### config.mk
export PLATFORM = sky130hd
export DESIGN_NAME = mii_mgmt_seq
export DESIGN_NICKNAME = d
export VERILOG_FILES = /design/src/rtl/mii_mgmt_pkg.sv /design/src/rtl/mii_mdc_gen.sv /design/src/rtl/mii_frame_engine.sv /design/src/rtl/mii_host_regs.sv /design/src/rtl/mii_mgmt_seq.sv
export SDC_FILE = /design/constraint.sdc
export NUM_CORES = 1
export LEC_CHECK = 0
export BUFFER_PORTS_ARGS = -buffer_cell sky130_fd_sc_hd__buf_2
export CORE_AREA = 2 2 110 112
export DETAILED_ROUTE_END_ITERATION = 6
export DIE_AREA = 0 0 112 114
export GPL_TIMING_DRIVEN = 0
export PLACE_DENSITY_LB_ADDON = 0.2
export SYNTH_ARGS = -nofsm -noshare
export SYNTH_HDL_FRONTEND = slang
export SYNTH_SLANG_ARGS = --single-unit
### constraint.sdc
create_clock -name clk -period 2.3 [get_ports clk]
set_clock_uncertainty 0.2 [all_clocks]
set_input_delay 0 -clock clk [delete_from_list [all_inputs] [get_ports clk]]
set_output_delay 0 -clock clk [all_outputs]
set_load 0.005 [all_outputs]
### src/rtl/mii_mgmt_pkg.sv
package mii_mgmt_pkg;

   localparam int FRAME_BITS = 64;
   localparam int PRE_BITS   = 32;
   localparam int TA_FIRST   = 46;   // first turnaround bit index
   localparam int DATA_FIRST = 48;   // first data bit index
   localparam int LAST_BIT   = FRAME_BITS - 1;

   typedef enum logic [1:0] {
      MII_OP_WR = 2'b01,
      MII_OP_RD = 2'b10
   } mii_op_e;

   typedef struct packed {
      logic [PRE_BITS-1:0] pre;
      logic [1:0]          sof;
      logic [1:0]          op;
      logic [4:0]          phy;
      logic [4:0]          regn;
      logic [1:0]          ta;
      logic [15:0]         data;
   } mii_frame_t;

   // host location offsets (field positions here are decoded by software)
   localparam logic [2:0] LOC_CMD  = 3'd0;
   localparam logic [2:0] LOC_REG  = 3'd1;
   localparam logic [2:0] LOC_WLO  = 3'd2;
   localparam logic [2:0] LOC_WHI  = 3'd3;
   localparam logic [2:0] LOC_RLO  = 3'd4;
   localparam logic [2:0] LOC_RHI  = 3'd5;
   localparam logic [2:0] LOC_STAT = 3'd6;

   localparam int CMD_RD_BIT   = 0;
   localparam int CMD_SCAN_BIT = 1;

endpackage

### src/rtl/mii_mdc_gen.sv
module mii_mdc_gen #(
   parameter int CLK_DIV = 4
) (
   input  logic clk,
   input  logic rst_n,
   input  logic run,
   output logic mdc,
   output logic rise_tick,
   output logic fall_tick
);
   localparam int HALF = CLK_DIV / 2;

   logic tick;
   logic mdc_q;

   generate
      if (HALF == 1) begin : g_toggle
         assign tick = run;
      end else begin : g_count
         localparam int CW = $clog2(HALF);
         logic [CW-1:0] cnt_q;
         always_ff @(posedge clk or negedge rst_n) begin
            if (!rst_n)
               cnt_q <= '0;
            else if (!run || tick)
               cnt_q <= '0;
            else
               cnt_q <= cnt_q + 1'b1;
         end
         assign tick = run && (cnt_q == CW'(HALF - 1));
      end
   endgenerate

   always_ff @(posedge clk or negedge rst_n) begin
      if (!rst_n)
         mdc_q <= 1'b0;
      else if (!run)
         mdc_q <= 1'b0;
      else if (tick)
         mdc_q <= ~mdc_q;
   end

   assign mdc       = mdc_q;
   assign rise_tick = tick & ~mdc_q;
   assign fall_tick = tick & mdc_q;

endmodule

### src/rtl/mii_frame_engine.sv
module mii_frame_engine
   import mii_mgmt_pkg::*;
#(
   parameter int CLK_DIV  = 4,
   parameter int PHY_ADDR = 0
) (
   input  logic        clk,
   input  logic        rst_n,
   input  logic        start,
   input  logic        start_rd,
   input  logic [4:0]  reg_sel,
   input  logic [15:0] wr_data,
   output logic        busy,
   output logic        done,
   output logic        was_rd,
   output logic [15:0] rd_data,
   output logic        mdc,
   output logic        mdio_o,
   output logic        mdio_oe,
   input  logic        mdio_i
);
   localparam int          FRAME_CYC = FRAME_BITS * CLK_DIV;
   localparam int          LW        = $clog2(FRAME_CYC + 1);
   localparam logic [4:0]  PHY_A     = 5'(PHY_ADDR);
   localparam logic [5:0]  IDX_LAST  = 6'(LAST_BIT);
   localparam logic [5:0]  IDX_DATA  = 6'(DATA_FIRST);
   localparam logic [5:0]  IDX_TA    = 6'(TA_FIRST);

   logic        busy_q, rd_q;
   logic [5:0]  bit_q;
   logic [FRAME_BITS-1:0] frame_q;
   logic [15:0] cap_q;
   logic        rise_tick, fall_tick;
   mii_frame_t  load_frame;

   mii_mdc_gen #(.CLK_DIV(CLK_DIV)) u_mdc (
      .clk(clk), .rst_n(rst_n), .run(busy_q),
      .mdc(mdc), .rise_tick(rise_tick), .fall_tick(fall_tick)
   );

   always_comb begin
      load_frame.pre  = '1;
      load_frame.sof  = 2'b01;
      load_frame.op   = start_rd ? MII_OP_RD : MII_OP_WR;
      load_frame.phy  = PHY_A;
      load_frame.regn = reg_sel;
      load_frame.ta   = start_rd ? 2'b11 : 2'b10;
      load_frame.data = start_rd ? 16'hFFFF : wr_data;
   end

   always_ff @(posedge clk or negedge rst_n) begin
      if (!rst_n) begin
         busy_q  <= 1'b0;
         rd_q    <= 1'b0;
         bit_q   <= '0;
         frame_q <= '0;
         cap_q   <= '0;
      end else if (start && !busy_q) begin
         busy_q  <= 1'b1;
         rd_q    <= start_rd;
         bit_q   <= '0;
         frame_q <= load_frame;
      end else if (busy_q) begin
         if (rise_tick && rd_q && (bit_q >= IDX_DATA))
            cap_q <= {cap_q[14:0], mdio_i};
         if (fall_tick) begin
            if (bit_q == IDX_LAST) begin
               busy_q <= 1'b0;
            end else begin
               bit_q   <= bit_q + 1'b1;
               frame_q <= {frame_q[FRAME_BITS-2:0], 1'b1};
            end
         end
      end
   end

   assign busy    = busy_q;
   assign was_rd  = rd_q;
   assign done    = fall_tick && (bit_q == IDX_LAST);
   assign rd_data = cap_q;
   assign mdio_o  = frame_q[FRAME_BITS-1];
   assign mdio_oe = busy_q && !(rd_q && (bit_q >= IDX_TA));

   // assertion-side cycle counter for the busy window
   logic [LW-1:0] len_q;
   always_ff @(posedge clk or negedge rst_n) begin
      if (!rst_n)      len_q <= '0;
      else if (busy_q) len_q <= len_q + 1'b1;
      else             len_q <= '0;
   end


   mdio_hold_chk: assert property (@(posedge clk) disable iff (!rst_n)
      (mdc && $past(mdc)) |-> $stable(mdio_o));

   mdc_idle_chk: assert property (@(posedge clk) disable iff (!rst_n)
      !busy_q |-> !mdc);

   busy_len_chk: assert property (@(posedge clk) disable iff (!rst_n)
      $fell(busy_q) |-> (len_q == LW'(FRAME_CYC)));

   op_hold_chk: assert property (@(posedge clk) disable iff (!rst_n)
      (busy_q && $past(busy_q)) |-> ($stable(rd_q) && $stable(bit_q[5:0] >= bit_q[5:0])));

endmodule

### src/rtl/mii_host_regs.sv
module mii_host_regs
   import mii_mgmt_pkg::*;
(
   input  logic        clk,
   input  logic        rst_n,
   input  logic        reg_wr,
   input  logic [2:0]  reg_addr,
   input  logic [7:0]  reg_wdata,
   output logic [7:0]  reg_rdata,
   input  logic        eng_busy,
   input  logic        eng_done,
   input  logic        eng_was_rd,
   input  logic [15:0] eng_rdata,
   output logic        start,
   output logic        start_rd,
   output logic [4:0]  reg_sel,
   output logic [15:0] wr_data
);
   logic [1:0]  cmd_q;
   logic [4:0]  regn_q;
   logic [7:0]  wlo_q, whi_q;
   logic [15:0] result_q;
   logic        nvalid_q;
   logic        wr_cmd, wr_hi, go_rd, go_wr, rd_fin;

   assign wr_cmd = reg_wr && (reg_addr == LOC_CMD);
   assign wr_hi  = reg_wr && (reg_addr == LOC_WHI);
   assign go_rd  = wr_cmd && reg_wdata[CMD_RD_BIT] && !eng_busy;
   assign go_wr  = wr_hi && !eng_busy;
   assign rd_fin = eng_done && eng_was_rd;

   always_ff @(posedge clk or negedge rst_n) begin
      if (!rst_n) begin
         cmd_q    <= '0;
         regn_q   <= '0;
         wlo_q    <= '0;
         whi_q    <= '0;
         result_q <= '0;
         nvalid_q <= 1'b0;
      end else begin
         if (wr_cmd)                                cmd_q  <= reg_wdata[1:0];
         if (reg_wr && (reg_addr == LOC_REG))       regn_q <= reg_wdata[4:0];
         if (reg_wr && (reg_addr == LOC_WLO))       wlo_q  <= reg_wdata;
         if (wr_hi)                                 whi_q  <= reg_wdata;
         if (rd_fin)                                result_q <= eng_rdata;
         if (go_rd)       nvalid_q <= 1'b1;
         else if (rd_fin) nvalid_q <= 1'b0;
      end
   end

   assign start    = go_rd || go_wr;
   assign start_rd = go_rd;
   assign reg_sel  = regn_q;
   assign wr_data  = {reg_wdata, wlo_q};

   always_comb begin
      case (reg_addr)
         LOC_CMD:  reg_rdata = {6'd0, cmd_q};
         LOC_REG:  reg_rdata = {3'd0, regn_q};
         LOC_WLO:  reg_rdata = wlo_q;
         LOC_WHI:  reg_rdata = whi_q;
         LOC_RLO:  reg_rdata = result_q[7:0];
         LOC_RHI:  reg_rdata = result_q[15:8];
         LOC_STAT: reg_rdata = {5'd0, nvalid_q, 1'b0, eng_busy};
         default:  reg_rdata = 8'd0;
      endcase
   end


   nvalid_busy_chk: assert property (@(posedge clk) disable iff (!rst_n)
      nvalid_q |-> eng_busy);

   nvalid_clear_chk: assert property (@(posedge clk) disable iff (!rst_n)
      ($fell(eng_busy) && eng_was_rd) |-> !nvalid_q);

   rslt_hold_chk: assert property (@(posedge clk) disable iff (!rst_n)
      !$stable(result_q) |-> $past(eng_done && eng_was_rd));

endmodule

### src/rtl/mii_mgmt_seq.sv
module mii_mgmt_seq
   import mii_mgmt_pkg::*;
#(
   parameter int CLK_DIV  = 4,
   parameter int PHY_ADDR = 0
) (
   input  logic       clk,
   input  logic       rst_n,
   input  logic       reg_wr,
   input  logic [2:0] reg_addr,
   input  logic [7:0] reg_wdata,
   output logic [7:0] reg_rdata,
   output logic       mdc,
   output logic       mdio_o,
   output logic       mdio_oe,
   input  logic       mdio_i
);
   generate
      if ((CLK_DIV < 2) || ((CLK_DIV % 2) != 0)) begin : g_bad_div
         $error("CLK_DIV must be even and at least 2");
      end
      if ((PHY_ADDR < 0) || (PHY_ADDR > 31)) begin : g_bad_phy
         $error("PHY_ADDR must fit in five bits");
      end
   endgenerate

   logic        start, start_rd, busy, done, was_rd;
   logic [4:0]  reg_sel;
   logic [15:0] wr_data, rd_data;

   mii_host_regs u_regs (
      .clk(clk), .rst_n(rst_n),
      .reg_wr(reg_wr), .reg_addr(reg_addr), .reg_wdata(reg_wdata),
      .reg_rdata(reg_rdata),
      .eng_busy(busy), .eng_done(done), .eng_was_rd(was_rd),
      .eng_rdata(rd_data),
      .start(start), .start_rd(start_rd), .reg_sel(reg_sel),
      .wr_data(wr_data)
   );

   mii_frame_engine #(.CLK_DIV(CLK_DIV), .PHY_ADDR(PHY_ADDR)) u_eng (
      .clk(clk), .rst_n(rst_n),
      .start(start), .start_rd(start_rd), .reg_sel(reg_sel),
      .wr_data(wr_data),
      .busy(busy), .done(done), .was_rd(was_rd), .rd_data(rd_data),
      .mdc(mdc), .mdio_o(mdio_o), .mdio_oe(mdio_oe), .mdio_i(mdio_i)
   );

endmodule

Word level (Yosys, flattened, before mapping)
Index checks and enable logic that the tools add are counted.
- bits in read-only memories: 0
- word-level logic and storage cells: 76
- bits in registers: 130
- bits in latches: 0
- input port bits: 15
- RAM bits: 0
- memories: 0
- multiplexer cells: 21
- reductions and logical operators: 25
- shifts and indexed selects: 0
- multipliers: 0
- bitwise operators: 4
- equality and inequality tests: 9
- magnitude comparators: 2
- add/sub/neg operators: 2
- divide/modulo/power cells: 0
- operator list (cell ; count):
    $mux W64 ; 4
    $pmux W8 S7 ; 1
    $mux W6 ; 4
    $mux W16 ; 1
    $logic_and A1 B1 Y1 ; 15
    $ge A6 B6 Y1 const B ; 2
    $mux W1 ; 10
    $eq A3 B3 Y1 const B ; 3
    $add A6 B1 Y6 const B ; 1
    $eq A3 B2 Y1 const B ; 2
    $eq A6 B6 Y1 const B ; 1
    $reduce_and A3 Y1 ; 2
    $reduce_bool A2 Y1 ; 3
    $eq A3 B1 Y1 const B ; 1
    $logic_not A3 Y1 ; 1
    $and A1 B1 Y1 ; 2
    $logic_not A1 Y1 ; 2
    $logic_or A1 B1 Y1 ; 2
    $mux W2 ; 1
    $ne A2 B1 Y1 const B ; 1
    $ne A2 B2 Y1 const B ; 1
    $not A1 Y1 ; 2
    $add A1 B1 Y1 const B ; 1

Longest topological paths before layout
- depth after elaboration: 8
- mapped depth: 7
- depth with buffers taken out: 5

By module
Synthesis repeated with hierarchy kept, for this count alone.
- cell total of the unflattened synthesis: 531
- area total of the unflattened synthesis: 5733.0 µm²
- modules (own cells, without submodules) (module ; area an instance (µm²) ; cells an instance ; instances):
    mii_frame_engine ; 3686.0 ; 379 ; 1
    mii_host_regs ; 1958.1 ; 144 ; 1
    mii_mdc_gen ; 88.8 ; 8 ; 1

Worst setup path after synthesis
OpenSTA, ideal clock, no wires.
- kind: register to register
- start point: reg u_eng.bit_q[0]
- end point: reg u_regs.result_q[3]
- slack: 0.418 ns
- clock period less this slack: 1.882 ns
- stages on the path, launching flop included: 7
- library setup time: 0.125 ns
- arrival time: 1.558 ns
- cells stage by stage: dfrtp_1 ha_1 and3_1 buf_4 nand4_4 buf_6 mux2_2
- cells in the longest elaborated chain, start to end: 3
- ends and longest elaborated chain (element ; RTL line ; text):
    start: declaration ; mii_frame_engine.sv:30 ; logic [5:0] bit_q;
    start signal: assignment ; mii_frame_engine.sv:70 ; bit_q <= bit_q + 1'b1;
    $eq A6 B6 Y1 ; mii_frame_engine.sv:79 ; assign done = fall_tick && (bit_q == IDX_LAST);
    $logic_and A1 B1 Y1 ; mii_frame_engine.sv:79 ;
    $logic_and A1 B1 Y1 ; mii_host_regs.sv:30 ; assign rd_fin = eng_done && eng_was_rd;
    end signal: assignment ; mii_host_regs.sv:45 ; if (rd_fin) result_q <= eng_rdata;
    end: declaration ; mii_host_regs.sv:22 ; logic [15:0] result_q;
No other way between the ends.
A chain may end at the register's enable or synchronous reset.

Worst setup path after layout
- start point: reg u_eng.bit_q[0]
- end point: reg u_eng.frame_q[1]
- cells in the longest elaborated chain, start to end: 3
- ends and longest elaborated chain (element ; RTL line ; text):
    $eq A6 B6 Y1 ; mii_frame_engine.sv:67 ; if (bit_q == IDX_LAST) begin
    $ne A2 B1 Y1 (no source line) ; n/a ;
    $reduce_and A3 Y1 (no source line) ; n/a ;
    end signal: assignment ; mii_frame_engine.sv:62 ; frame_q <= load_frame;
    end signal: assignment ; mii_frame_engine.sv:71 ; frame_q <= {frame_q[FRAME_BITS-2:0], 1'b1};
    end: declaration ; mii_frame_engine.sv:31 ; logic [FRAME_BITS-1:0] frame_q;
No other way between the ends.

==> results.md <==
* Status: finished clean
* Fin Setup TNS at 0 ns
* Starting Density at 0.487
* Synth Warn # at 0
* Gr ovfl total at 0
* P per Cell Area at 1180 mW/mm^2
* Synthesized Nets at 513
* Hold Slack at 0.149 ns
* Tcrit/Tclk final at 0.954
* Fillcell total at 973
* Synth async-reset ratio at 1.00
* Reg-to-Reg Start: u_eng.bit_q[0]
* Routed Wire Length at 12,100 um
* Worst setup path start: u_eng.bit_q[0]
* Fmax at 456 MHz
* Worst hold path type: input port to register
* Clock Tree Buf Depth at 2
* Nets at 574
* Critical path endpoint: u_eng.frame_q[1]
* Share of layout cells above drive strength 1 at 0.267
* Routed Antenna Nets at 0
* Worst r2r path cells at 7
* Rel. slew slack at 0.604
* Ant diodes at 0
* Initial antenna violation count at 0
* GRT met2 Usage at 0.326
* Most frequent cells in the layout: 130 x dfrtp_1, 90 x nand2_1, 53 x mux2_2
* Leak at 3.23 nW
* Vias per cell at 5.59
* Die X at 112 um
* Commonest non-fill, non-tap cell in the layout: dfrtp_1
* GRT busiest layer: met2
* Max_cap viols at 0
* Placer Congestion at 0.784
* CTS tree: done
* Final hold vios at 0
* Vias at 4,003
* Vias in the first global route at 4,033
* DP Worst Slack at 0.0967 ns
* Crit end category: register
* Die Y at 114 um
* Seq pwr share at 0.418
* Clock sinks at 130
* Post-synth EDFFs at 0
* Distinct cell type count after synthesis at 55
* H-tree depth at 4
* Syn_area_per_cell at 11.5 sq um
* Setup-failing EPs final at 0
* DR DRC count at 0
* Crit path required time at 2.45 ns
* Synthesized area at 0.00571 sq mm
* Pint at 5.43 mW
* Maximum vdd drop at 1.00 mV
* Wire per inst at 16.9 um
* Slew @ Worst Pin at 0.594 ns
* Io pins at 26
* Switching part of the total at 0.323
* Met1 usage at 0.262
* Combinational share of power at 0.268
* CP startpoint kind: register
* Top_reg_cell synth: dfrtp_1
* Sw power at 2.59 mW
* Fin. max-slew vios at 0
* RSZ-0062 raised after global routing: false
* Die ar. at 0.0128 sq mm
* Total power draw at 8.02 mW
* Clk root buf: clkbuf_16
* Setup Crit Path Kind: register to register
* Skew-Pair Late Insertion Delay at 0.42 ns
* Crit path DAT at 2.34 ns
* Clock Pin Slew Worst Setup and Hold Paths at 0.06 ns
* # Post-CTS Setup Buffers at 0
* GRT Resource Usage Total at 0.203
* Flops & latches, synth at 130
* Detailed placement HPWL at 8010 um
* Gate Count Post-Synth at 497
* Clock power frac at 0.315
* Setup WS post-layout at 0.106 ns
* Min Tclk post-route at 2.19 ns
* Largest net degree at the start of global routing at 69
* Global-route wire length before repair at 20,100 um
* Initial drt markers at 331
* Worst reg-to-reg setup slack at 0.11 ns
* CTS Buf Count at 17
* RR Endpoint: u_eng.frame_q[1]
* Rows at 40
* Core box area at 0.0117 sq mm
* Synthesis-to-finish area growth at 18.7%
* M3 GR Usage at 0.0622
* Sequential cell area fraction in the yosys report at 0.570
* DRT Pass-1 Iters at 4
* PortBufs at 23
* Highest net fanout along the worst path at 10
==> registers in the layout (all words and copies together), names as in the netlist <==
register / cells
u_regs.reg_sel: 5
u_eng.frame_q: 64
u_eng.u_mdc.mdc: 1
u_regs.wlo_q: 8
u_regs.result_q: 16
u_eng.busy: 1
u_eng.bit_q: 6
u_eng.rd_data: 16
u_regs.cmd_q: 2
u_regs.nvalid_q: 1
u_eng.was_rd: 1
u_regs.whi_q: 8
u_eng.u_mdc.g_count.cnt_q: 1
==> cell type report <==
| cell class | count | area (sq um) | share of cell area |
|---|---|---|---|
| multi-input cells | 329 | 2240 | 0.331 |
| clock inverters | 5 | 52.6 | 0.00775 |
| plain buffers | 32 | 196 | 0.0290 |
| well taps | 147 | 184 | 0.0271 |
| clock buffers | 25 | 495 | 0.0731 |
| inverters | 6 | 22.5 | 0.00332 |
| flip-flops and latches | 130 | 3250 | 0.480 |
| repair buffers | 42 | 329 | 0.0486 |
==> synth_stat cells, drive strengths merged (2+ instances only) <==
library cell,n,share of area
nand2b,2,0.0035
a221o,3,0.0053
clkbuf,7,0.0046
a31oi,2,0.0022
mux2i,4,0.0070
o22ai,2,0.0022
o2bb2ai,15,0.023
a22oi,8,0.011
mux2,58,0.12
o21ai,6,0.0072
a21o,2,0.0026
buf,25,0.029
o21a,3,0.0053
nand3,37,0.032
a221oi,5,0.0077
a21oi,32,0.030
dfrtp,130,0.57
nand3b,2,0.0033
and2,4,0.0048
xor2,2,0.0031
nor2,24,0.018
inv,6,0.0039
and3,2,0.0024
o221a,2,0.0039
nand2,91,0.060
nor3,3,0.0026
o31ai,2,0.0026
nor2b,4,0.0044
nor3b,4,0.0099
==> logic make-up (layout without fill, tap and decap cells) <==
logic type      after synthesis  in the layout  share of synthesized area
compound gates               87             87                      0.110
xor+xnor                      3              3                    0.00461
fa+ha+maj                     1              1                    0.00219
buf+inv                      38            110                     0.0379
flops                       130            130                      0.570
mux                          63             63                      0.129
simple gates                175            175                      0.146
==> power groups by stage <==
| stage | registers [mW] | logic [mW] | clock network [mW] |
|---|---|---|---|
| after floorplan | 3.25 | 1.61 | 0 |
| after global placement | 3.35 | 2.02 | 0 |
| after detailed placement | 3.37 | 2.10 | 0 |
| after CTS | 3.35 | 2.16 | 2.55 |
| after global routing | 3.42 | 2.42 | 2.66 |
| final | 3.35 | 2.15 | 2.53 |
==> metal layers <==
layer  vias to the layer above  share of wire
met3                        18          0.038
met4                         0          0.016
li1                       1871              -
met2                        78           0.49
met1                      2036           0.46
met5                         -              0
==> worst min path at each step <==
stage	slack, ns	startpoint	depth (start not counted)	end
after detailed placement	-0.17	rst_n	1	u_eng.frame_q[58]
after global placement	0.04	mdio_i	2	u_eng.rd_data[0]
final	0.15	mdio_i	3	u_eng.rd_data[0]
after floorplan	-0.50	rst_n	0	u_eng.bit_q[0]
after CTS	0.14	mdio_i	3	u_eng.rd_data[0]
after global routing	0.14	mdio_i	3	u_eng.rd_data[0]
==> per-stage QoR <==
step,instance area (sq um),instances,util
3_5_place_dp,6040,668,0.516
5_1_grt,6780,716,0.579
2_1_floorplan,5710,497,-
4_1_cts,6770,716,0.578
3_3_place_gp,6010,667,0.513
6_report,6780,716,0.579
==> critical path: stages (launching register included) <==
cell and delay (ns):
dfrtp_1 0.43, ha_1 0.25, and3_1 0.19, buf_4 0.16, a21oi_4 0.34, buf_2 0.29, a21oi_1 0.11, o2bb2ai_1 0.14
==> what timing repair did <==
action,CTS,global route
hold buffers,18,0
endpoints found under the hold margin,170,0
resized for setup,0,5
setup endpoints to repair,0,14
No activity file was read; power rests on OpenSTA's default activity.
